File: src/rtl/pwr_pkg.sv
package pwr_pkg;
  typedef enum logic [1:0] {
    MODE_RUN  = 2'd0,
    MODE_IDLE = 2'd1,
    MODE_PDN  = 2'd2,
    MODE_HWPD = 2'd3
  } pmode_e;
endpackage

File: src/rtl/pwr_arm_seq.sv
module pwr_arm_seq (
  input  logic clk_i,
  input  logic rst_ni,
  input  logic clr_i,
  input  logic run_i,
  input  logic wr_arm_i,
  input  logic wr_idle_i,
  input  logic wr_pdn_i,
  input  logic wr_slow_i,
  input  logic wr_other_i,
  output logic idle_req_o,
  output logic pdn_req_o
);
  logic armed_q;
  logic any_wr;

  assign any_wr = wr_arm_i | wr_idle_i | wr_pdn_i | wr_slow_i | wr_other_i;

  // arming survives idle cycles, any non-arm write consumes it
  always_ff @(posedge clk_i or negedge rst_ni) begin
    if (!rst_ni)                armed_q <= 1'b0;
    else if (clr_i || !run_i)   armed_q <= 1'b0;
    else if (wr_arm_i)          armed_q <= 1'b1;
    else if (any_wr)            armed_q <= 1'b0;
  end

  assign idle_req_o = run_i & armed_q & wr_idle_i;
  assign pdn_req_o  = run_i & armed_q & wr_pdn_i;
endmodule

File: src/rtl/pwr_slow_div.sv
module pwr_slow_div #(
  parameter int DIV = 8
) (
  input  logic clk_i,
  input  logic rst_ni,
  input  logic clr_i,
  input  logic wr_i,
  input  logic val_i,
  input  logic allow_i,
  output logic tick_o
);
  localparam int CW = (DIV > 1) ? $clog2(DIV) : 1;
  localparam logic [CW-1:0] LAST = CW'(DIV - 1);

  logic          slow_q;
  logic [CW-1:0] cnt_q;

  always_ff @(posedge clk_i or negedge rst_ni) begin
    if (!rst_ni)                 slow_q <= 1'b0;
    else if (clr_i)              slow_q <= 1'b0;
    else if (wr_i && !val_i)     slow_q <= 1'b0;
    else if (wr_i && allow_i)    slow_q <= 1'b1;
  end

  always_ff @(posedge clk_i or negedge rst_ni) begin
    if (!rst_ni)              cnt_q <= '0;
    else if (!slow_q)         cnt_q <= '0;
    else if (cnt_q == LAST)   cnt_q <= '0;
    else                      cnt_q <= cnt_q + 1'b1;
  end

  assign tick_o = !slow_q || (cnt_q == LAST);
endmodule

File: src/rtl/pwr_mode_fsm.sv
module pwr_mode_fsm
  import pwr_pkg::*;
(
  input  logic   clk_i,
  input  logic   rst_ni,
  input  logic   hw_pd_i,
  input  logic   allow_i,
  input  logic   idle_req_i,
  input  logic   pdn_req_i,
  input  logic   wake_i,
  output pmode_e mode_o,
  output logic   soft_clr_o
);
  pmode_e mode_q, mode_d;

  always_comb begin
    mode_d = mode_q;
    if (hw_pd_i) begin
      mode_d = MODE_HWPD;
    end else begin
      unique case (mode_q)
        MODE_RUN: begin
          if (allow_i && pdn_req_i)       mode_d = MODE_PDN;
          else if (allow_i && idle_req_i) mode_d = MODE_IDLE;
        end
        MODE_IDLE: if (wake_i) mode_d = MODE_RUN;
        MODE_PDN:  mode_d = MODE_PDN;
        MODE_HWPD: mode_d = MODE_RUN;
        default:   mode_d = MODE_RUN;
      endcase
    end
  end

  always_ff @(posedge clk_i or negedge rst_ni) begin
    if (!rst_ni) mode_q <= MODE_RUN;
    else         mode_q <= mode_d;
  end

  // pin release acts as an internal reset of the mode options
  assign soft_clr_o = (mode_q == MODE_HWPD) && !hw_pd_i;
  assign mode_o     = mode_q;
endmodule

File: src/rtl/pwr_clk_ctrl.sv
module pwr_clk_ctrl
  import pwr_pkg::*;
#(
  parameter int DIV = 8
) (
  input  logic       clk_i,
  input  logic       rst_ni,
  input  logic       prot_i,
  input  logic       hw_pd_i,
  input  logic       wr_arm_i,
  input  logic       wr_idle_i,
  input  logic       wr_pdn_i,
  input  logic       wr_slow_i,
  input  logic       slow_val_i,
  input  logic       wr_other_i,
  input  logic       irq_i,
  output logic       cpu_clk_en_o,
  output logic       per_clk_en_o,
  output logic       osc_en_o,
  output logic       rc_osc_en_o,
  output logic       port_float_o,
  output logic       wdt_auto_o,
  output logic [1:0] mode_o
);
  pmode_e mode;
  logic   soft_clr, run, allow, tick;
  logic   idle_req, pdn_req;
  logic   wdt_q, wdt_done_q;

  assign run   = (mode == MODE_RUN);
  assign allow = !prot_i;

  pwr_arm_seq u_arm (
    .clk_i      (clk_i),
    .rst_ni     (rst_ni),
    .clr_i      (soft_clr),
    .run_i      (run),
    .wr_arm_i   (wr_arm_i),
    .wr_idle_i  (wr_idle_i),
    .wr_pdn_i   (wr_pdn_i),
    .wr_slow_i  (wr_slow_i),
    .wr_other_i (wr_other_i),
    .idle_req_o (idle_req),
    .pdn_req_o  (pdn_req)
  );

  pwr_slow_div #(.DIV(DIV)) u_div (
    .clk_i   (clk_i),
    .rst_ni  (rst_ni),
    .clr_i   (soft_clr),
    .wr_i    (wr_slow_i & run),
    .val_i   (slow_val_i),
    .allow_i (allow),
    .tick_o  (tick)
  );

  pwr_mode_fsm u_fsm (
    .clk_i      (clk_i),
    .rst_ni     (rst_ni),
    .hw_pd_i    (hw_pd_i),
    .allow_i    (allow),
    .idle_req_i (idle_req),
    .pdn_req_i  (pdn_req),
    .wake_i     (irq_i),
    .mode_o     (mode),
    .soft_clr_o (soft_clr)
  );

  // one-shot capture of the protect level right after reset
  always_ff @(posedge clk_i or negedge rst_ni) begin
    if (!rst_ni) begin
      wdt_q      <= 1'b0;
      wdt_done_q <= 1'b0;
    end else if (!wdt_done_q) begin
      wdt_q      <= prot_i;
      wdt_done_q <= 1'b1;
    end
  end

  assign cpu_clk_en_o = tick & run;
  assign per_clk_en_o = tick & (run | (mode == MODE_IDLE));
  assign osc_en_o     = run | (mode == MODE_IDLE);
  assign rc_osc_en_o  = (mode != MODE_PDN) && (mode != MODE_HWPD);
  assign port_float_o = (mode == MODE_HWPD);
  assign wdt_auto_o   = wdt_q;
  assign mode_o       = mode;
endmodule

File: config.mk
export PLATFORM = sky130hd
export DESIGN_NAME = pwr_clk_ctrl
export DESIGN_NICKNAME = d
export VERILOG_FILES = /design/src/rtl/pwr_pkg.sv /design/src/rtl/pwr_arm_seq.sv /design/src/rtl/pwr_slow_div.sv /design/src/rtl/pwr_mode_fsm.sv /design/src/rtl/pwr_clk_ctrl.sv
export SDC_FILE = /design/constraint.sdc
export NUM_CORES = 1
export LEC_CHECK = 0
export CORE_AREA = 2 2 39 41
export DETAILED_ROUTE_END_ITERATION = 10
export DIE_AREA = 0 0 41 43
export GPL_TIMING_DRIVEN = 1
export PLACE_DENSITY = 0.72
export SETUP_SLACK_MARGIN = 0.02
export SLEW_MARGIN = 20
export SYNTH_ARGS = -nofsm -noshare
export SYNTH_HDL_FRONTEND = slang
export SYNTH_HIERARCHICAL = 1
export SYNTH_SLANG_ARGS = --single-unit
File: constraint.sdc
create_clock -name clk_i -period 4 [get_ports clk_i]
set_input_delay 0.8 -clock clk_i [delete_from_list [all_inputs] [get_ports clk_i]]
set_output_delay 0.8 -clock clk_i [all_outputs]
set_load 0.02 [all_outputs]
==> results.yml <==
status:
  status: "completed"
global_routing:
  grt_pass1_vias: 326
  grt.total_usage_pct: 13.2
  gr-total-overflow: 0
  antenna_found_initial: 0
  grt_max_degree: 13
  grt_pass1_wl_um: 1460
timing:
  rsz0062_at_grt: "false"
  fin_hold_ws_ps: 444
  max_freq_ghz: 0.376
  min_period_over_period_pct: 66.6
  final_hold_viol_count: 0
  finalSetupViolations: 0
  setup_slack_ps: 1340
  skew_ps: 2.93
  setup_tns_ps: 0
  maxSlewViolCount: 0
  min_period_ps: 2660
finish:
  fin_nets: 77
  finalNonFillerCells: 79
  syn_to_final_growth_pct: 48.9
  post-route-cell-area_um2: 689
  antennaDiodeCount: 0
  drive_gt1_share_pct: 14.3
synthesis:
  synth-xor-area-share_pct: 0
  synthCells: 41
  synthArstFlopShare_pct: 100
  synth.area.mux_share_pct: 3.24
  syn_nets: 54
  synth_compound_area_share_pct: 8.11
  ys_types: 19
  synthAdderAreaFrac_pct: 5.41
  postSynthAreaPerCell_um2: 11.3
  synth_edf_count: 0
  yosys.area_share.simple_pct: 31.4
  yosysMostFrequentCell: "dfrtp_1"
  synth_area_leaders: "dfrtp_1, nor4b_2, ha_1"
  ys_seq_area_share_pct: 48.6
  ys_ff_latch: 9
  synth.top_cell.area_share_pct: 48.6
  synth_top_family_by_area: "simple AND/OR/NAND/NOR gates"
  synth_common_cells: "dfrtp_1, nor2_1, and2_1, inv_1, nor3b_1"
  yosys_warnings: 6
  ys.flop_type: "dfrtp_1"
  synth_area_leader_cell: "dfrtp_1"
  syn_area_um2: 463
drt:
  drc: 0
  first_pass_iters: 4
  wl_per_cell_um: 11.2
  vias: 365
  drt_wl_total_um: 882
  antenna_left: 0
  drtIter0Drc: 3
  viasPerCell: 4.62
worst_setup_path:
  critPathSlowestCell: "clkdlybuf4s50_1"
  crit_top_cell: "ha_1"
  start_kind: "register"
  max_stage_delay_ps: 540
  crit_path_max_fanout: 3
  crit_chain: "ha_1 > ha_1 > nand2b_1 > nor3b_1 > clkdlybuf4s50_1"
  critical_path_class: "register to output pin"
  end_kind: "output pin"
  arrival_ps: 1860
  worstPathRequired_ps: 3200
die:
  ios: 19
  std_cell_rows: 14
  start_util_pct: 33.5
  dieArea_mm2: 0.00176
  core_area_mm2: 0.00138
  die_h_um: 43
  die_x_um: 41
job:
  maxCapViolations: 0
placement:
  detailed_place_hpwl_um: 655
  pre_cts_slack_ps: 1610
  placed_cells: 75
  place_congestion: 0.683
  io_buffer_count: 18
  post_dp_cell_area_um2: 663
clock_network:
  clkTransAtPathRegs_ps: 60
  clock_path_buffers: 2
  clk_latency_ps: 260
  cts_tree: "built"
  root_buffer: "clkbuf_4"
  cts_sinks: 9
  cts_resized: 0
  cts_setup_buffers: 0
  htree_levels: 1
  cts_buffers: 3
  holdBufCountCts: 0
power_and_ir_drop:
  power_density_mw_per_mm2: 325
  seqPwrFrac_pct: 46.4
  vdd_drop_max_v: 0.000139
  pwr-share-comb_pct: 22.3
  power.share.clock_pct: 31.3
  p_int_w: 0.000164
  p_sw_w: 0.0000600
  swShare_pct: 26.8
  p_leak_nw: 0.328
hold_path:
  hp-class: "register to register"
[path summary, 6_finish.rpt]
check,startpoint,endpoint,slack [ps],depth (start not counted)
max,u_div/cnt_q[0],cpu_clk_en_o,1340,5
min,u_div/cnt_q[0],u_div/cnt_q[0],440,1
max reg2reg,u_fsm/mode_o[1],u_fsm/mode_o[0],2580,4
min reg2reg,u_div/cnt_q[0],u_div/cnt_q[0],440,1
max in group asynchronous,rst_ni,wdt_done_q,2900,1
min in group asynchronous,rst_ni,u_div/cnt_q[0],830,1
[flip-flops by register name, indices dropped and copies added (netlist names)]
register	cells
u_arm/armed_q	1
u_div/cnt_q	3
u_div/slow_q	1
u_fsm/mode_o	2
wdt_auto_o	1
wdt_done_q	1
[logic make-up after synthesis]
group | after synthesis
fa+ha+maj | 2
buf+inv | 3
flops | 9
simple gates | 20
compound gates | 5
other cells | 1
mux | 1
[final cells by class]
class	instances	area (um^2)
clock buffers	4	26.3
fillers	135	694
inverters	3	11.3
multi-input cells	29	226
flip-flops and latches	9	225
well taps	16	20.0
repair buffers	18	180
[routing by layer]
metal  track usage [%]  wire length (um)  vias up  share of wire [%]
li1                  -                 -      184                  -
met1              16.6               401      167                 45
met2              17.5               440       14                 50
met3              4.71                40        0                4.5
met4              10.0                 0        0                  0
met5                 0                 0        -                  0
[critical path, delay by kind of cell (launching register included)]
kind	cells	cell delay [ps]
buffers and inverters	1	540
DFF	1	380
adders and majority gates	2	380
and+or+nand+nor	2	300
[power groups by stage]
| stage | registers (W) | logic (W) | clock network (W) |
|---|---|---|---|
| detailed placement | 0.000106 | 0.0000503 | 0 |
| floorplan | 0.000107 | 0.0000197 | 0 |
| finish | 0.000104 | 0.0000500 | 0.0000700 |
| global placement | 0.000105 | 0.0000496 | 0 |
| CTS | 0.000104 | 0.0000507 | 0.0000721 |
| global route | 0.000105 | 0.0000544 | 0.0000780 |
[layout by cell type (no fill, tap or decap)]
cell type        synthesis  layout
clkdlybuf4s50_1          0      18
dfrtp_1                  9       9
nor2_1                   4       4
inv_1                    3       3
and2_1                   3       3
nor3b_1                  3       3
clkbuf_4                 0       3
nor2b_1                  2       2
and3_1                   2       2
nor4b_2                  2       2
a21oi_1                  2       2
ha_1                     2       2
mux2_4                   1       1
clkbuf_1                 0       1
a32o_2                   1       1
nand2b_1                 1       1
nor2b_4                  1       1
nor3_2                   1       1
nand2_1                  1       1
a211o_1                  1       1
o21bai_1                 1       1
conb_1                   1       1
[through the flow]
step | utilization, % | total power [W]
floorplan | - | 0.000127
global placement | 47.9 | 0.000155
detailed placement | 47.9 | 0.000156
CTS | 49.8 | 0.000227
global route | 49.8 | 0.000238
finish | 49.8 | 0.000224
(Power assumes the default switching activity.)
